==> src/rtl/e1_slot_pkg.sv <==
package e1_slot_pkg;
  localparam int SLOTS  = 32;
  localparam int BYTE_W = 8;
  localparam int LFSR_W = 15;
  localparam int TONE_LEN = 8;
  localparam logic [BYTE_W-1:0] ADI_MASK = 8'h55;

  typedef enum logic [2:0] {
    CB_LTEST = 3'd2,
    CB_TTEST = 3'd3,
    CB_LLOOP = 3'd4,
    CB_RLOOP = 3'd5,
    CB_ADI   = 3'd6,
    CB_MSG   = 3'd7
  } ctrl_bit_e;

  function automatic logic [BYTE_W-1:0] tone_byte(input logic [2:0] idx);
    logic [BYTE_W-1:0] half;
    case (idx[1:0])
      2'd0, 2'd3: half = 8'h34;
      default:    half = 8'h21;
    endcase
    return {idx[2], half[6:0]};
  endfunction
endpackage

==> src/rtl/e1_ctrl_rf.sv <==
module e1_ctrl_rf
  import e1_slot_pkg::*;
#(
  parameter int NSLOT = SLOTS,
  parameter int W     = BYTE_W,
  localparam int AW   = $clog2(NSLOT),
  localparam int BANK = NSLOT / 2,
  localparam int BW   = $clog2(BANK)
) (
  input  logic          clk_i,
  input  logic          rst_ni,
  input  logic          we_i,
  input  logic [AW-1:0] waddr_i,
  input  logic [W-1:0]  wdata_i,
  input  logic [AW-1:0] raddr_i,
  output logic [W-1:0]  rdata_o
);
  logic [1:0][W-1:0] bank_rd;

  for (genvar b = 0; b < 2; b++) begin : g_bank
    logic [BANK-1:0][W-1:0] word_q;
    always_ff @(posedge clk_i or negedge rst_ni) begin
      if (!rst_ni) word_q <= '0;
      else if (we_i && (waddr_i[AW-1] == 1'(b))) word_q[waddr_i[BW-1:0]] <= wdata_i;
    end
    assign bank_rd[b] = word_q[raddr_i[BW-1:0]];
  end

  assign rdata_o = bank_rd[raddr_i[AW-1]];
endmodule

==> src/rtl/e1_prbs_gen.sv <==
module e1_prbs_gen
  import e1_slot_pkg::*;
#(
  parameter int W  = BYTE_W,
  parameter int LW = LFSR_W
) (
  input  logic         clk_i,
  input  logic         rst_ni,
  input  logic         adv_i,
  output logic [W-1:0] byte_o
);
  logic [LW-1:0] st_q, st_d;

  always_comb begin
    st_d = st_q;
    byte_o = '0;
    for (int i = 0; i < W; i++) begin
      byte_o[W-1-i] = st_d[LW-1] ^ st_d[LW-2];
      st_d = {st_d[LW-2:0], byte_o[W-1-i]};
    end
  end

  always_ff @(posedge clk_i or negedge rst_ni) begin
    if (!rst_ni) st_q <= '1;
    else if (adv_i) st_q <= st_d;
  end

  a_r10_gen_hold: assert property (@(posedge clk_i) disable iff (!rst_ni)
    !adv_i |=> $stable(st_q));
  a_r10_gen_nonzero: assert property (@(posedge clk_i) disable iff (!rst_ni)
    st_q != '0);
endmodule

==> src/rtl/e1_prbs_chk.sv <==
module e1_prbs_chk
  import e1_slot_pkg::*;
#(
  parameter int W  = BYTE_W,
  parameter int LW = LFSR_W
) (
  input  logic         clk_i,
  input  logic         rst_ni,
  input  logic         en_i,
  input  logic [W-1:0] byte_i,
  output logic [W-1:0] err_o
);
  logic [LW-1:0] r_q, r_d;

  always_comb begin
    r_d = r_q;
    err_o = '0;
    for (int i = 0; i < W; i++) begin
      err_o[W-1-i] = byte_i[W-1-i] ^ r_d[LW-1] ^ r_d[LW-2];
      r_d = {r_d[LW-2:0], byte_i[W-1-i]};
    end
  end

  always_ff @(posedge clk_i or negedge rst_ni) begin
    if (!rst_ni) r_q <= '1;
    else if (en_i) r_q <= r_d;
  end

  a_r12_chk_hold: assert property (@(posedge clk_i) disable iff (!rst_ni)
    !en_i |=> $stable(r_q));
endmodule

==> src/rtl/e1_slot_proc.sv <==
module e1_slot_proc
  import e1_slot_pkg::*;
#(
  parameter int NSLOT = SLOTS,
  parameter int W     = BYTE_W,
  localparam int AW   = $clog2(NSLOT)
) (
  input  logic          clk_i,
  input  logic          rst_ni,
  input  logic          cfg_we_i,
  input  logic [AW-1:0] cfg_addr_i,
  input  logic [W-1:0]  cfg_wdata_i,
  input  logic          test_src_i,
  input  logic          slot_vld_i,
  input  logic [W-1:0]  sys_tx_i,
  input  logic [W-1:0]  msg_i,
  input  logic [W-1:0]  line_rx_i,
  output logic          out_vld_o,
  output logic [AW-1:0] slot_o,
  output logic [W-1:0]  line_tx_o,
  output logic [W-1:0]  sys_rx_o,
  output logic [W-1:0]  prbs_err_o
);
  logic [AW-1:0] slot_q;
  logic [2:0]    frame_q;
  logic [W-1:0]  ctrl, tone, prbs_byte, chk_err;
  logic [W-1:0]  sel_byte, adi_byte, tx_byte, rx_path, sys_byte;
  logic          gen_adv, chk_en;

  e1_ctrl_rf #(.NSLOT(NSLOT), .W(W)) u_rf (
    .clk_i, .rst_ni, .we_i(cfg_we_i), .waddr_i(cfg_addr_i),
    .wdata_i(cfg_wdata_i), .raddr_i(slot_q), .rdata_o(ctrl)
  );

  assign gen_adv = slot_vld_i & ctrl[CB_TTEST] & ~test_src_i;
  assign chk_en  = slot_vld_i & ctrl[CB_LTEST] & ~test_src_i;

  e1_prbs_gen #(.W(W)) u_gen (
    .clk_i, .rst_ni, .adv_i(gen_adv), .byte_o(prbs_byte)
  );

  e1_prbs_chk #(.W(W)) u_chk (
    .clk_i, .rst_ni, .en_i(chk_en), .byte_i(rx_path), .err_o(chk_err)
  );

  assign tone = W'(tone_byte(frame_q));

  always_comb begin
    sel_byte = ctrl[CB_MSG] ? msg_i : sys_tx_i;
    adi_byte = ctrl[CB_ADI] ? (sel_byte ^ W'(ADI_MASK)) : sel_byte;
    if (ctrl[CB_TTEST])      tx_byte = test_src_i ? tone : prbs_byte;
    else if (ctrl[CB_RLOOP]) tx_byte = line_rx_i;
    else                     tx_byte = adi_byte;
    rx_path  = ctrl[CB_LLOOP] ? tx_byte : line_rx_i;
    sys_byte = (ctrl[CB_LTEST] && test_src_i) ? tone : rx_path;
  end

  always_ff @(posedge clk_i or negedge rst_ni) begin
    if (!rst_ni) begin
      slot_q  <= '0;
      frame_q <= '0;
    end else if (slot_vld_i) begin
      if (slot_q == AW'(NSLOT-1)) begin
        slot_q  <= '0;
        frame_q <= frame_q + 3'd1;
      end else begin
        slot_q <= slot_q + 1'b1;
      end
    end
  end

  always_ff @(posedge clk_i or negedge rst_ni) begin
    if (!rst_ni) begin
      out_vld_o  <= 1'b0;
      slot_o     <= '0;
      line_tx_o  <= '0;
      sys_rx_o   <= '0;
      prbs_err_o <= '0;
    end else begin
      out_vld_o  <= slot_vld_i;
      prbs_err_o <= chk_en ? chk_err : '0;
      if (slot_vld_i) begin
        slot_o    <= slot_q;
        line_tx_o <= tx_byte;
        sys_rx_o  <= sys_byte;
      end
    end
  end

  a_r2_vld_follows: assert property (@(posedge clk_i) disable iff (!rst_ni)
    slot_vld_i |=> out_vld_o);
  a_r2_slot_seq: assert property (@(posedge clk_i) disable iff (!rst_ni)
    (slot_vld_i && out_vld_o) |=>
      (slot_o == (($past(slot_o) == AW'(NSLOT-1)) ? '0 : $past(slot_o) + 1'b1)));
  a_r12_err_idle: assert property (@(posedge clk_i) disable iff (!rst_ni)
    !out_vld_o |-> (prbs_err_o == '0));
  a_r7_local_loop: assert property (@(posedge clk_i) disable iff (!rst_ni)
    (slot_vld_i && ctrl[CB_LLOOP] && !ctrl[CB_LTEST]) |=> (sys_rx_o == line_tx_o));
endmodule

==> config.mk <==
export PLATFORM = sky130hd
export DESIGN_NAME = e1_slot_proc
export DESIGN_NICKNAME = d
export VERILOG_FILES = /design/src/rtl/e1_slot_pkg.sv /design/src/rtl/e1_ctrl_rf.sv /design/src/rtl/e1_prbs_gen.sv /design/src/rtl/e1_prbs_chk.sv /design/src/rtl/e1_slot_proc.sv
export SDC_FILE = /design/constraint.sdc
export NUM_CORES = 1
export LEC_CHECK = 0
export BUFFER_PORTS_ARGS = -buffer_cell sky130_fd_sc_hd__buf_4
export CAP_MARGIN = 20
export CORE_ASPECT_RATIO = 1.4
export CORE_MARGIN = 2
export CORE_UTILIZATION = 52
export DETAILED_ROUTE_END_ITERATION = 8
export PLACE_DENSITY = 0.75
export RECOVER_POWER = 25
export SLEW_MARGIN = 25
export SYNTH_ARGS = -nofsm -noshare
export SYNTH_HDL_FRONTEND = slang
export SYNTH_SLANG_ARGS = --single-unit
==> constraint.sdc <==
create_clock -name clk_i -period 5.8 [get_ports clk_i]
set_clock_uncertainty 0.1 [all_clocks]
set_input_delay 0 -clock clk_i [delete_from_list [all_inputs] [get_ports clk_i]]
set_output_delay 0 -clock clk_i [all_outputs]
set_load 0.01 [all_outputs]
# After elaboration in Yosys (flattened, before gate mapping)
# Index checks and enable logic that the tools add are counted.
# totals
register_bits	324
in_bits	42
word_cells	107
# classes
add_sub_neg	2
magnitude_cmp	4
eq_ne	2
n_mux	20
n_bitwise	31
n_reduce_logical	7
# ops
op	n
bitwise mux 128 bit	2
2-to-1 mux 8 bit	12
binary-select mux 8 bit (select 4 bit)	2
demux 8 bit (select 4 bit)	1
bitwise XOR 1 bit	24
less-than comparator 4 x 5 -> 1 bit (second input constant)	2
2-to-1 mux 5 bit	2
2-to-1 mux 7 bit	1
adder 5 x 1 -> 5 bit (second input constant)	1
== test 5 bit (second input constant)	1
bitwise AND 1 bit	4
greater-or-equal comparator 4 x 1 -> 1 bit (second input constant)	1
logical AND 1 bit	4
inverter 4 bit	1
adder 3 x 1 -> 3 bit (second input constant)	1
== test 2 bit (second input constant)	1
logical NOT 2 bit	1
less-than comparator 1 x 2 -> 1 bit (second input constant)	1
inverter 1 bit	2
AND reduction 2 bit	1
OR reduction 2 bit	1

# Logic depth before layout (Yosys ltp)
# depth
depth_word	13
ltp_mapped	15

# Modules after synthesis
# A second synthesis with hierarchy kept.
# hier_totals
cells_unflattened	994
hier_area_um2	15273.4
# modules_own_cells
module	n_inst	cells_per_inst	area_each_um2
e1_ctrl_rf	1	705	11720.0
e1_slot_proc	1	209	2029.4
e1_prbs_chk	1	40	822.0
e1_prbs_gen	1	40	701.9

# Least setup slack after synthesis
# No wires, ideal clock.
# synth_timing
path_kind	reg2reg
from	reg slot_q[1]
to	reg u_chk.r_q[7]
setup_ps	82
arrival_time_ps	2900
slack_ps	2718
path_stages_with_launch	13
n_path_buf	4
period_less_slack_ps	3082
cell_sequence	dfrtp_1 > buf_6 > buf_6 > buf_4 > buf_4 > mux2i_1 > nand3_1 > nand3_1 > nand2_1 > a311oi_4 > mux2_2 > a221o_1 > mux2_2
# synth_between
elab_chain_len	8
# synth_rtl
element	line	source
from (decl)	e1_slot_proc.sv:24	logic [AW-1:0] slot_q;
from (signal assigned)	e1_slot_proc.sv:67	slot_q <= slot_q + 1'b1;
binary-select mux 8 bit (select 4 bit)	e1_ctrl_rf.sv:26	assign bank_rd[b] = word_q[raddr_i[BW-1:0]];
2-to-1 mux 8 bit (implied by the code)	e1_ctrl_rf.sv:26	
2-to-1 mux 8 bit (implied by the code) (*) (2 in a row)	e1_ctrl_rf.sv:29	assign rdata_o = bank_rd[raddr_i[AW-1]];
2-to-1 mux 8 bit	e1_slot_proc.sv:49	sel_byte = ctrl[CB_MSG] ? msg_i : sys_tx_i;
2-to-1 mux 8 bit	e1_slot_proc.sv:52	else if (ctrl[CB_RLOOP]) tx_byte = line_rx_i;
2-to-1 mux 8 bit	e1_slot_proc.sv:51	if (ctrl[CB_TTEST]) tx_byte = test_src_i ? tone : prbs_byte;
2-to-1 mux 8 bit	e1_slot_proc.sv:54	rx_path = ctrl[CB_LLOOP] ? tx_byte : line_rx_i;
to (signal assigned)	e1_prbs_chk.sv:26	else if (en_i) r_q <= r_d;
to (decl)	e1_prbs_chk.sv:13	logic [LW-1:0] r_q, r_d;
# Mark *: on every way between the ends. The rest lies on a longest branch, timed or not. The select of a mux whose other input is x is not followed.
# A chain may end at the register's enable or synchronous reset.

# Worst setup path after layout
# layout_timing
from	reg slot_q[1]
to	reg sys_rx_o[4]
# layout_between
elab_chain_len	11
# layout_rtl
element	line	source
binary-select mux 8 bit (select 4 bit)	e1_ctrl_rf.sv:26	
2-to-1 mux 8 bit (implied by the code)	e1_ctrl_rf.sv:26	
2-to-1 mux 8 bit (implied by the code) (*) (2 in a row)	e1_ctrl_rf.sv:29	
2-to-1 mux 8 bit	e1_slot_proc.sv:49	
inverter 4 bit (no line)	n/a	
2-to-1 mux 7 bit	e1_slot_proc.sv:50	adi_byte = ctrl[CB_ADI] ? (sel_byte ^ W'(ADI_MASK)) : sel_byte;
2-to-1 mux 8 bit	e1_slot_proc.sv:52	
2-to-1 mux 8 bit	e1_slot_proc.sv:51	
2-to-1 mux 8 bit	e1_slot_proc.sv:54	
2-to-1 mux 8 bit (*)	e1_slot_proc.sv:55	sys_byte = (ctrl[CB_LTEST] && test_src_i) ? tone : rx_path;
to (signal assigned)	e1_slot_proc.sv:85	sys_rx_o <= sys_byte;
to (decl)	e1_slot_proc.sv:21	output logic [W-1:0] sys_rx_o,
# Marks and branches as above.

==> flow_metrics.env <==
export IMPL_end_kind="flip-flop"
export IMPL_final_max_slew_violation_count=130
export IMPL_p_sw_share_pct=35.22
export IMPL_firstDrtPassIters=5
export IMPL_hold_path_class="in2reg"
export IMPL_wl_met2_um=15520
export IMPL_fp_row_count=67
export IMPL_drtIter0Drc=446
export IMPL_synth_fp_nets=1022
export IMPL_die_height_um=188.2
export IMPL_synth_avg_cell_area_um2=12.90
export IMPL_setup_violations=0
export IMPL_drcViolationCount=0
export IMPL_cts_resized=0
export IMPL_multiInputGateArea_mm2=0.005759
export IMPL_fmax_ghz=0.2066
export IMPL_finalWorstSetupSlack_ns=0.9594
export IMPL_die_w_um=135.6
export IMPL_fill_cells=1913
export IMPL_ctsLongestPathBuffers=3
export IMPL_cp_slowest_stage_delay_ns=0.99
export IMPL_synthDominantCellAreaShare_pct=45.68
export IMPL_ys_async_sr_fraction_pct=100.0
export IMPL_area_delta_synth_final_pct=14.73
export IMPL_violations="max-capacitance violations, max-slew violations"
export IMPL_ys_flop_type="dfrtp_1"
export IMPL_dieArea_mm2=0.02551
export IMPL_p_int_mw=4.534
export IMPL_ant_nets=0
export IMPL_clk_root_buffer_cell="clkbuf_16"
export IMPL_core_mm2=0.02389
export IMPL_initial_core_util_pct=52.74
export IMPL_cts_buffers=26
export IMPL_grt_max_degree=183
export IMPL_met1Wirelength_um=11770
export IMPL_ys_types=68
export IMPL_ys_ff_latch=260
export IMPL_route_met3_wl_um=1398
export IMPL_drive_gt1_share_pct=32.62
export IMPL_synth_edf_count=0
export IMPL_cts_sink_count=260
export IMPL_grt_pass1_vias=8578
export IMPL_path_class="reg2reg"
export IMPL_grt_usage_pct=23.60
export IMPL_period_share_pct=83.46
export IMPL_tightest_slew_ns=2.210
export IMPL_fin_util_pct=60.50
export IMPL_synth_commonest_cells="230 x dfrtp_1, 206 x mux2_2, 88 x mux2i_1"
export IMPL_htreeDepth=1
export IMPL_highest_layer="met4"
export IMPL_slowest_stage="dfrtp_4"
export IMPL_p_per_area_mw_per_mm2=484.2
export IMPL_via_per_inst=5.930
export IMPL_path_clk_slew_ns=0.06
export IMPL_leakage_nw=6.467
export IMPL_routed_wl_um=29740
export IMPL_place_hpwl_um=19600
export IMPL_grt_antenna_before_repair=0
export IMPL_timing_slew_headroom_pct=-47.31
export IMPL_grt_pass1_wl_um=46960
export IMPL_min_delay_start="msg_i[0]"
export IMPL_synth_most_common_cell="dfrtp_1"
export IMPL_ir_worst_vdd_uv=274.6
export IMPL_finalSetupTns_ns=0
export IMPL_clock_latency_ns=0.53
export IMPL_arrival_ns=5.15
export IMPL_pre_cts_slack_ns=1.610
export IMPL_numPlacedInstances=1304
export IMPL_critical_path_startpoint="slot_q[1]"
export IMPL_port_buffer_count=69
export IMPL_period_minus_slack_ns=4.841
export IMPL_cp_start_kind="flip-flop"
export IMPL_rr_startpoint="slot_q[1]"
export IMPL_postCtsSetupBuffers=0
export IMPL_num_nets_final=1105
export IMPL_p_seq_share_pct=39.3
export IMPL_crit_required_ns=6.11
export IMPL_hold_viol_final=0
export IMPL_yosysSeqAreaShare_pct=51.94
export IMPL_syn_area_mm2=0.01260
export IMPL_p_total_mw=6.999
export IMPL_rsz0062_at_grt="no"
export IMPL_crit_chain="buf_4 -> mux2i_1 -> a22oi_1 -> nand4_1 -> a21oi_1 -> a311oi_4 -> mux2i_1 -> dlygate4sd3_1 -> xor2_1 -> nor2b_1 -> o22ai_1 -> dlygate4sd3_1"
export IMPL_p_clk_share_pct=23.6
export IMPL_synthCells=977
export IMPL_final_cells=1389
export IMPL_maxCapViolations=2
export IMPL_switchingPower_mw=2.465
export IMPL_final_seq_area_mm2=0.006549
export IMPL_cts_tree="yes"
export IMPL_diodes=0
export IMPL_cp_max_fo=48
export IMPL_wire_per_inst_um=21.41
export IMPL_yosys_warnings=0
export IMPL_synth_area_leaders="dfrtp_1 46%, mux2_2 18%, mux2i_1 7.0%"
export IMPL_power_frac_comb_pct=37.0
export IMPL_vias=8237
export IMPL_status="finished with violations"
export IMPL_yosys_area_top_type="dfrtp_1"
export IMPL_place_congestion=0.8509
export IMPL_io_pins=72
export IMPL_grt_overflow_total=0
## critical path, delay by kind of cell, from the launching register on
kind                   cells  cell delay (ns)
AND/OR/NAND/NOR            2             0.30
AO/OA/AOI/OAI              4             1.00
multiplexers               2             0.51
flip-flops                 1             0.99
XOR/XNOR                   1             0.20
buffers and inverters      3             1.57
## cell usage in the layout, fill, tap and decap left out, drive strengths merged, types with 5 or more instances in the layout
| cell | count |
|---|---|
| o2bb2ai | 5 |
| mux4 | 12 |
| dfrtp | 230 |
| nand2b | 10 |
| nand4 | 5 |
| clkbuf | 74 |
| nand2 | 54 |
| a221oi | 7 |
| o21ai | 20 |
| buf | 48 |
| nor2b | 15 |
| a22oi | 13 |
| xor2 | 13 |
| clkinv | 6 |
| mux2i | 88 |
| a21oi | 18 |
| dlygate4sd3 | 36 |
| mux2 | 227 |
| nor3 | 14 |
| inv | 7 |
| xnor2 | 14 |
| dfstp | 30 |
| nand3 | 14 |
| a22o | 8 |
| nor4 | 5 |
| nor2 | 38 |
| and2 | 6 |
## path summary, 6_finish.rpt
kind                       slack [ns]  cells past startpoint              to
min in group asynchronous        0.74                      3  u_gen.st_q[13]
max in group asynchronous        2.61                      5   u_chk.r_q[12]
hold reg to reg                  0.36                      2    u_chk.r_q[3]
setup / recovery                 0.96                     12     sys_rx_o[4]
setup reg to reg                 0.96                     12     sys_rx_o[4]
hold / removal                   0.02                      4    line_tx_o[0]
## state kept, by name (all words and copies together) (netlist names)
signal,flops
u_rf.g_bank.word_q,192
u_chk.r_q,15
u_gen.st_q,15
line_tx_o,8
prbs_err_o,8
sys_rx_o,8
slot_o,5
slot_q,5
frame_q,3
out_vld_o,1
## routing by layer
layer,GRT usage (%),vias to the layer above
met4,8.574,0
li1,-,3727
met5,0,-
met3,2.879,71
met2,42.54,248
met1,28.81,4191
## metrics by stage
step	hold WS, ns	cell area [um2]
2_1_floorplan	-0.3956	12600
3_3_place_gp	-0.08528	13330
3_5_place_dp	-0.07968	13330
4_1_cts	0.007877	14560
5_1_grt	0.05904	14460
6_report	0.02402	14460
## layout make-up
cell class / count / area share, %
clock buffer: 42 / 5.687
clock inverter: 5 / 0.1731
tap: 310 / 2.683
inverter: 8 / 0.2077
sequential: 260 / 45.30
timing repair buffer: 116 / 6.102
multi-input combinational: 648 / 39.84
## cells by family after synthesis
kind of cell / after synthesis / share of synthesized area, %
DFF: 260 / 51.94
adders and majority gates: 3 / 0.2979
xor gates and xnor gates: 27 / 1.877
buffers and inverters: 69 / 2.483
AOI/OAI and AO/OA: 109 / 6.673
and+or+nand+nor: 182 / 7.309
muxes: 327 / 29.42
## timing repair
| item | CTS | global route |
|---|---|---|
| hold buffers | 37 | 0 |
| setup endpoints to repair | 0 | 0 |
| endpoints found under the hold margin | 316 | 0 |
## power by group through the flow
stage          Clock, mW  Sequential [mW]  Combinational (mW)
2_1_floorplan          0             2.60                1.95
3_3_place_gp           0             2.76                2.50
3_5_place_dp           0             2.78                2.55
4_1_cts             1.68             2.75                2.65
5_1_grt             1.76             2.81                2.79
6_report            1.65             2.75                2.59
(Power assumes the default switching activity.)
